File: src/rtl/sio_cfg_pkg.sv
package sio_cfg_pkg;
  localparam int unsigned DW = 8;

  typedef enum logic [1:0] {
    ST_LOCKED = 2'd0,
    ST_KEY1   = 2'd1,
    ST_OPEN   = 2'd2
  } key_state_e;

  localparam logic [DW-1:0] KEY_ENTER    = 8'h87;
  localparam logic [DW-1:0] KEY_EXIT     = 8'hAA;
  localparam logic [DW-1:0] IDX_LDSEL    = 8'h07;
  localparam logic [DW-1:0] IDX_DEVID_HI = 8'h20;
  localparam logic [DW-1:0] IDX_DEVID_LO = 8'h21;
  localparam logic [DW-1:0] IDX_DEVREV   = 8'h22;
  localparam logic [DW-1:0] IDX_MFR_HI   = 8'h23;
  localparam logic [DW-1:0] IDX_MFR_LO   = 8'h24;
  localparam logic [DW-1:0] IDX_LD_BASE  = 8'h30;
  localparam logic [DW-1:0] RD_LOCKED    = 8'hFF;
endpackage

File: src/rtl/sio_key_fsm.sv
module sio_key_fsm
  import sio_cfg_pkg::*;
(
  input  logic          clk_i,
  input  logic          rst_ni,
  input  logic          idx_wr_i,
  input  logic [DW-1:0] wdata_i,
  output logic          open_o,
  output logic [DW-1:0] idx_o
);
  key_state_e state_q;
  logic [DW-1:0] idx_q;

  always_ff @(posedge clk_i or negedge rst_ni) begin
    if (!rst_ni) begin
      state_q <= ST_LOCKED;
      idx_q   <= '0;
    end else if (idx_wr_i) begin
      unique case (state_q)
        ST_LOCKED: state_q <= (wdata_i == KEY_ENTER) ? ST_KEY1 : ST_LOCKED;
        ST_KEY1:   state_q <= (wdata_i == KEY_ENTER) ? ST_OPEN : ST_LOCKED;
        ST_OPEN: begin
          if (wdata_i == KEY_EXIT) state_q <= ST_LOCKED;
          else                     idx_q   <= wdata_i;
        end
        default:   state_q <= ST_LOCKED;
      endcase
    end
  end

  assign open_o = (state_q == ST_OPEN);
  assign idx_o  = idx_q;

  AST_ENTRY_NEEDS_TWO_KEYS: assert property (@(posedge clk_i) disable iff (!rst_ni)
    $rose(open_o) |-> $past(idx_wr_i && wdata_i == KEY_ENTER && state_q == ST_KEY1));
  AST_EXIT_RELOCKS: assert property (@(posedge clk_i) disable iff (!rst_ni)
    (open_o && idx_wr_i && wdata_i == KEY_EXIT) |=> (!open_o && $stable(idx_o)));
  AST_IDX_FROZEN_LOCKED: assert property (@(posedge clk_i) disable iff (!rst_ni)
    !open_o |=> $stable(idx_o));
endmodule

File: src/rtl/sio_global_regs.sv
module sio_global_regs
  import sio_cfg_pkg::*;
#(
  parameter logic [15:0]   DEV_ID  = 16'h0A5C,
  parameter logic [DW-1:0] DEV_REV = 8'h11,
  parameter logic [15:0]   MFR_ID  = 16'h1934
) (
  input  logic          clk_i,
  input  logic          rst_ni,
  input  logic          open_i,
  input  logic          data_wr_i,
  input  logic [DW-1:0] idx_i,
  input  logic [DW-1:0] wdata_i,
  output logic [DW-1:0] ldn_o,
  output logic [DW-1:0] rdata_o
);
  logic [DW-1:0] ldn_q;

  always_ff @(posedge clk_i or negedge rst_ni) begin
    if (!rst_ni)                                       ldn_q <= '0;
    else if (open_i && data_wr_i && idx_i == IDX_LDSEL) ldn_q <= wdata_i;
  end

  always_comb begin
    unique case (idx_i)
      IDX_LDSEL:    rdata_o = ldn_q;
      IDX_DEVID_HI: rdata_o = DEV_ID[15:8];
      IDX_DEVID_LO: rdata_o = DEV_ID[7:0];
      IDX_DEVREV:   rdata_o = DEV_REV;
      IDX_MFR_HI:   rdata_o = MFR_ID[15:8];
      IDX_MFR_LO:   rdata_o = MFR_ID[7:0];
      default:      rdata_o = '0;
    endcase
  end

  assign ldn_o = ldn_q;

  AST_LDN_HOLD: assert property (@(posedge clk_i) disable iff (!rst_ni)
    !(open_i && data_wr_i && idx_i == IDX_LDSEL) |=> $stable(ldn_o));
endmodule

File: src/rtl/sio_ld_router.sv
module sio_ld_router
  import sio_cfg_pkg::*;
(
  input  logic          clk_i,
  input  logic          rst_ni,
  input  logic          open_i,
  input  logic          data_wr_i,
  input  logic          data_rd_i,
  input  logic [DW-1:0] idx_i,
  input  logic [DW-1:0] wdata_i,
  input  logic [DW-1:0] glb_rdata_i,
  input  logic [DW-1:0] ld_rdata_i,
  output logic          ld_wr_o,
  output logic          ld_rd_o,
  output logic [DW-1:0] ld_idx_o,
  output logic [DW-1:0] ld_wdata_o,
  output logic [DW-1:0] rdata_o
);
  logic to_ld;

  assign to_ld      = (idx_i >= IDX_LD_BASE);
  assign ld_wr_o    = open_i && to_ld && data_wr_i;
  assign ld_rd_o    = open_i && to_ld && data_rd_i && !data_wr_i;
  assign ld_idx_o   = idx_i;
  assign ld_wdata_o = wdata_i;
  assign rdata_o    = to_ld ? ld_rdata_i : glb_rdata_i;

  AST_STROBE_EXCL: assert property (@(posedge clk_i) disable iff (!rst_ni)
    $onehot0({ld_wr_o, ld_rd_o}));
  AST_NO_STROBE_LOCKED: assert property (@(posedge clk_i) disable iff (!rst_ni)
    !open_i |-> (!ld_wr_o && !ld_rd_o));
endmodule

File: src/rtl/sio_cfg_port.sv
module sio_cfg_port
  import sio_cfg_pkg::*;
#(
  parameter logic [15:0] DEV_ID  = 16'h0A5C,
  parameter logic [7:0]  DEV_REV = 8'h11,
  parameter logic [15:0] MFR_ID  = 16'h1934
) (
  input  logic       clk_i,
  input  logic       rst_ni,
  input  logic       io_addr_i,
  input  logic       io_wr_i,
  input  logic       io_rd_i,
  input  logic [7:0] io_wdata_i,
  output logic [7:0] io_rdata_o,
  output logic [7:0] ld_sel_o,
  output logic [7:0] ld_idx_o,
  output logic [7:0] ld_wdata_o,
  output logic       ld_wr_o,
  output logic       ld_rd_o,
  input  logic [7:0] ld_rdata_i
);
  logic          idx_wr, data_wr, data_rd, open;
  logic [DW-1:0] idx, glb_rdata, data_rdata;

  assign idx_wr  = io_wr_i && !io_addr_i;
  assign data_wr = io_wr_i && io_addr_i;
  assign data_rd = io_rd_i && io_addr_i;

  sio_key_fsm u_key (
    .clk_i    (clk_i),
    .rst_ni   (rst_ni),
    .idx_wr_i (idx_wr),
    .wdata_i  (io_wdata_i),
    .open_o   (open),
    .idx_o    (idx)
  );

  sio_global_regs #(
    .DEV_ID  (DEV_ID),
    .DEV_REV (DEV_REV),
    .MFR_ID  (MFR_ID)
  ) u_glb (
    .clk_i     (clk_i),
    .rst_ni    (rst_ni),
    .open_i    (open),
    .data_wr_i (data_wr),
    .idx_i     (idx),
    .wdata_i   (io_wdata_i),
    .ldn_o     (ld_sel_o),
    .rdata_o   (glb_rdata)
  );

  sio_ld_router u_route (
    .clk_i       (clk_i),
    .rst_ni      (rst_ni),
    .open_i      (open),
    .data_wr_i   (data_wr),
    .data_rd_i   (data_rd),
    .idx_i       (idx),
    .wdata_i     (io_wdata_i),
    .glb_rdata_i (glb_rdata),
    .ld_rdata_i  (ld_rdata_i),
    .ld_wr_o     (ld_wr_o),
    .ld_rd_o     (ld_rd_o),
    .ld_idx_o    (ld_idx_o),
    .ld_wdata_o  (ld_wdata_o),
    .rdata_o     (data_rdata)
  );

  assign io_rdata_o = !open     ? RD_LOCKED :
                      io_addr_i ? data_rdata : idx;

  AST_EXIT_READS_FF: assert property (@(posedge clk_i) disable iff (!rst_ni)
    (io_wr_i && !io_addr_i && io_wdata_i == KEY_EXIT) |=> (io_rdata_o == RD_LOCKED));
  AST_LOCKED_WR_NO_LDN: assert property (@(posedge clk_i) disable iff (!rst_ni)
    (!open && data_wr) |=> $stable(ld_sel_o));
endmodule

File: config.mk
export PLATFORM = sky130hd
export DESIGN_NAME = sio_cfg_port
export DESIGN_NICKNAME = d
export VERILOG_FILES = /design/src/rtl/sio_cfg_pkg.sv /design/src/rtl/sio_key_fsm.sv /design/src/rtl/sio_global_regs.sv /design/src/rtl/sio_ld_router.sv /design/src/rtl/sio_cfg_port.sv
export SDC_FILE = /design/constraint.sdc
export NUM_CORES = 1
export LEC_CHECK = 0
export ABC_AREA = 1
export CORE_ASPECT_RATIO = 1.75
export CORE_MARGIN = 4
export CORE_UTILIZATION = 25
export DETAILED_ROUTE_END_ITERATION = 12
export MAX_ROUTING_LAYER = met4
export SLEW_MARGIN = 5
export SYNTH_ARGS = -nofsm -noshare
export SYNTH_HDL_FRONTEND = slang
export SYNTH_HIERARCHICAL = 1
export SYNTH_SLANG_ARGS = --single-unit
File: constraint.sdc
create_clock -name clk_i -period 3.21 [get_ports clk_i]
set_input_delay 0.642 -clock clk_i [delete_from_list [all_inputs] [get_ports clk_i]]
set_output_delay 0.642 -clock clk_i [all_outputs]
set_load 0.05 [all_outputs]
[Word level (Yosys, flattened, before mapping)]
Index checks and enable logic that the tools add are counted.
Word-level totals
  RAM bits: 0
  bits of input ports: 21
  bits in registers: 18
  bits in read-only memories: 0
  latch bits: 0
  memories: 0
Cells by class
  divide/modulo/power cells: 0
  eq/ne operators: 11
  muxes and demuxes: 8
  shift-type cells: 0
  $add $sub $neg: 0
  $mul: 0
  order comparisons: 1
  bitwise logic cells: 1
  reduce and logical (&&, ||, !) cells: 14
Operators by type and width (count)
  $pmux 8 s6: 1
  $eq 8x6->1 const B: 5
  $mux 8: 3
  $eq 8x8->1 const B: 2
  $logic_and 1x1->1: 9
  $eq 8x3->1 const B: 1
  $ge 8x6->1 const B: 1
  $pmux 2 s3: 1
  $mux 2: 2
  $reduce_and 3->1: 1
  $eq 2x1->1 const B: 1
  $eq 2x2->1 const B: 1
  $logic_not 1->1: 2
  $logic_not 2->1: 1
  $ne 2x1->1 const B: 1
  $reduce_and 2->1: 1
  $mux 1: 1
  $not 1->1: 1

[Depth between registers and ports, before layout]
  depth in word-level cells: 5
  gate-level depth with buffers: 10

[By module]
The synthesis kept the hierarchy.
By module, submodules not included
  sio_global_regs: cells each 84, times used 1, seq. area each 200.2 µm², area each 590.6 µm²
  sio_key_fsm: cells each 71, times used 1, seq. area each 250.2 µm², area each 564.3 µm²
  sio_ld_router: cells each 48, times used 1, seq. area each 0.0 µm², area each 267.8 µm²
  sio_cfg_port: cells each 33, times used 1, seq. area each 0.0 µm², area each 142.6 µm²

[Worst setup path after synthesis]
OpenSTA, ideal clock, no wires.
  kind: input-to-output
  start point: input port io_addr_i
  end point: output port ld_rd_o
  data arrival time: 1601 ps
  stages on the path: 6
  required time: 2568 ps
  slack: 967 ps
  path through: buf_6 nand2_1 inv_1 inv_1 nand2_1 nor2_1
Between the ends
  word-level cells in the longest chain between the ends: 3
  elaborated cells between the ends (all ways): 5
  those cells by class: 5 x reduce/logical
Ends and longest elaborated chain
  start: declaration: RTL line sio_cfg_port.sv:10  | input logic io_addr_i,
  $logic_and 1x1->1: RTL line sio_cfg_port.sv:26  | assign data_wr = io_wr_i && io_addr_i;
  net data_wr: RTL line sio_cfg_port.sv:22  | logic idx_wr, data_wr, data_rd, open;
  $logic_not 1->1: RTL line sio_ld_router.sv:23  | assign ld_rd_o = open_i && to_ld && data_rd_i && !data_wr_i;
  $logic_and 1x1->1: RTL line sio_ld_router.sv:23
  end: declaration: RTL line sio_cfg_port.sv:19  | output logic ld_rd_o,
The timed path passes the listed nets, and every way through them passes these cells.

[Final worst setup path]
  start point: input port io_wdata_i[7]
  end point: output port ld_wdata_o[7]
RTL lines
  start: declaration: RTL line sio_cfg_port.sv:13  | input logic [7:0] io_wdata_i,
  end: declaration: RTL line sio_cfg_port.sv:17  | output logic [7:0] ld_wdata_o,
No word-level cell between the ends.

==> impl_results.md <==
- Status: complete, no violations
- Vias in the first global route: 1,551
- Min-delay src: u_key/state_q[1]
- CTS max path bufs: 2
- CP peak stage delay: 0.86 ns
- Final Skew: 0.00214 ns
- Number of post-CTS setup repair buffers: 0
- Drt pass-1 iters: 4
- Net count, final: 297
- Final Cycle Share: 85.1%
- Critical path's top delay family: buffers and inverters
- Yosys reg bits: 18
- Largest net degree at the start of global routing: 21
- Slowest-stage cell, CP: clkdlybuf4s50_1
- Leak pwr: 1.04 nW
- Antenna Cells: 0
- Least-Margin Pin Slew: 0.824 ns
- Final Max Tran Viols: 0
- Post-DR vias/cell: 4.31
- Proportion of layout cells with a drive suffix above 1: 14.6%
- Clock slew at reported path FFs: 0.06 ns
- Final min period: 2.73 ns
- CTS tree: done
- Arrival time worst endpoint: 2.09 ns
- Die outline height: 113 um
- H-tree Lvls: 1
- Core Region: 5970 um^2
- Distinct cells, synth: 20
- Endpoints failing setup: 0
- Worst Path Required: 2.57 ns
- Met1 usage: 13.6%
- Beginning of the critical path: io_wdata_i[7]
- Num ports: 55
- Crit path capture: ld_wdata_o[7]
- Critical Path Source Type: primary input
- Fillcell total: 634
- Register area share after synthesis: 28.8%
- Vias: 1,518
- RSZ-0062 raised after global routing: no
- Syn Inst Count: 236
- Stages on worst setup path: 2
- Power per Cell Area: 219 nW/um^2
- Post-CTS resize count: 0
- Port Buf Inserts: 54
- CTS sink cnt: 18
- Synth warnings: 6
- Utilization after layout: 36.4%
- GR peak layer: met2
- RR Startpoint: u_key/state_q[0]
- CP Capture Type: output port
- Reg2reg setup slack: 1.54 ns
- Hold Vio Cnt, Final: 0
- Starting Density: 26.2%
- Max VDD drop: 215 uV
- Rows: 37
- Post-DRT Antenna Nets: 0
- Max-cap violations: 0
- DR WL/cell: 12.8 um
- F_max: 0.366 GHz
- HP Class: flop to flop
- Reg-to-Reg End: u_glb/ldn_o[1]
- Worst setup path category: primary input to output port
- Reg2Reg Depth: 6
- Initial antenna violation count: 0
- Met3 Use GR: 1.10%
- Initial detailed-routing violation count: 48
- Most used cell, CP: clkdlybuf4s50_1
- GR Util met2: 24.2%
- Clk root buf: clkbuf_8
- Netlist area before placement: 1570 um^2
- Syn Nets: 257
- GP Congestion: 0.815
- Clock Latency Late Sink: 0.25 ns
- Residual DRC count: 0
- Combined buffer and inverter count along the critical path: 2
- Synthesis-to-layout area growth: 38.7%
- Post-Route WL: 4.51 mm
- Die width: 67.8 um
- Detailed placement HPWL: 3.67 mm
- Worst-path cell chain: clkdlybuf4s50_1, clkdlybuf4s50_1
- Crit-path max FO: 4
- Setup TNS: 0 ns
- Commonest non-fill, non-tap cell in the layout: nand2_1
- Total CTS buffers: 3
- Hold Buf Count CTS: 0
- Congestion Overflow GR: 0
- Normalized max-slew margin: 44.9%
- Synth Area per Inst: 6.63 um^2
- Most frequent cells in the layout: 90 x nand2_1, 44 x clkdlybuf4s50_1, 29 x inv_1, 23 x nand3_1, 18 x dfrtp_1
- GRT Resource Usage Total: 13.1%
- Die area: 7640 um^2
- First-pass GRT wire length: 7.49 mm
worst min path at each step:
stage | endpoint | slack (ns) | cells after the start
5_1_grt | u_key/state_q[1] | 0.53 | 2
3_3_place_gp | u_key/state_q[1] | 0.45 | 2
4_1_cts | u_key/state_q[1] | 0.49 | 2
2_1_floorplan | u_glb/ldn_o[0] | 0.35 | 0
3_5_place_dp | u_key/state_q[1] | 0.47 | 2
6_report | u_key/state_q[1] | 0.48 | 2
power by group:
part | internal, mW | switching (mW)
sequential | 0.227 | 0.000639
clock | 0.0834 | 0.0734
combinational | 0.0368 | 0.0532
metal layers:
| layer | up-vias | routed length [um] |
|---|---|---|
| li1 | 799 | - |
| met1 | 673 | 1780 |
| met2 | 40 | 2450 |
| met3 | 6 | 180 |
| met4 | 0 | 97 |
| met5 | - | 0 |
synth_stat cells:
| master | count | area, um^2 |
|---|---|---|
| o21ai_0 | 1 | 5.00 |
| nand2_2 | 4 | 25.0 |
| dfrtp_1 | 18 | 450 |
| nand3_1 | 23 | 115 |
| and3_1 | 1 | 6.26 |
| inv_1 | 29 | 109 |
| inv_2 | 1 | 3.75 |
| buf_4 | 16 | 120 |
| buf_2 | 1 | 5.00 |
| nand2_4 | 3 | 33.8 |
| clkbuf_2 | 1 | 5.00 |
| and2_2 | 1 | 7.51 |
| buf_6 | 3 | 33.8 |
| o21ai_2 | 8 | 70.1 |
| nor2_4 | 6 | 67.6 |
| nand3_4 | 2 | 35.0 |
| nand4_1 | 11 | 68.8 |
| nand2_1 | 90 | 338 |
| nor2_1 | 16 | 60.1 |
| or2_1 | 1 | 6.26 |
kinds of logic (layout without fill, tap and decap cells):
family / count (synthesis) / count (layout) / share of synthesized area, %
simple gates: 158 / 158 / 48.8
buf+inv: 51 / 89 / 17.7
flops: 18 / 18 / 28.8
compound gates: 9 / 9 / 4.80
registers in the layout (all words and copies together) (netlist names):
register,flops
u_glb/ldn_o,8
u_key/idx_o,8
u_key/state_q,2
through the flow:
step           std cells  setup slack [ns]  power (mW)  hold slack, ns  instance area, um^2
2_1_floorplan        236             0.967       0.280           0.346                 1570
3_3_place_gp         349             0.451       0.323           0.454                 2130
3_5_place_dp         349             0.456       0.323           0.470                 2130
4_1_cts              352             0.455       0.480           0.486                 2170
5_1_grt              352             0.422       0.496           0.526                 2170
6_report             352             0.479       0.474           0.483                 2170
cell type report:
cell class              count  area [um^2]  share of cell area (%)
repair buffers             56          631                    29.0
clock buffers               3         41.3                    1.90
well taps                  78         97.6                    4.50
inverters                  30          113                    5.19
multi-input cells         167          838                    38.6
flip-flops and latches     18          450                    20.7
Note: power is estimated with default switching activity, not from simulation.
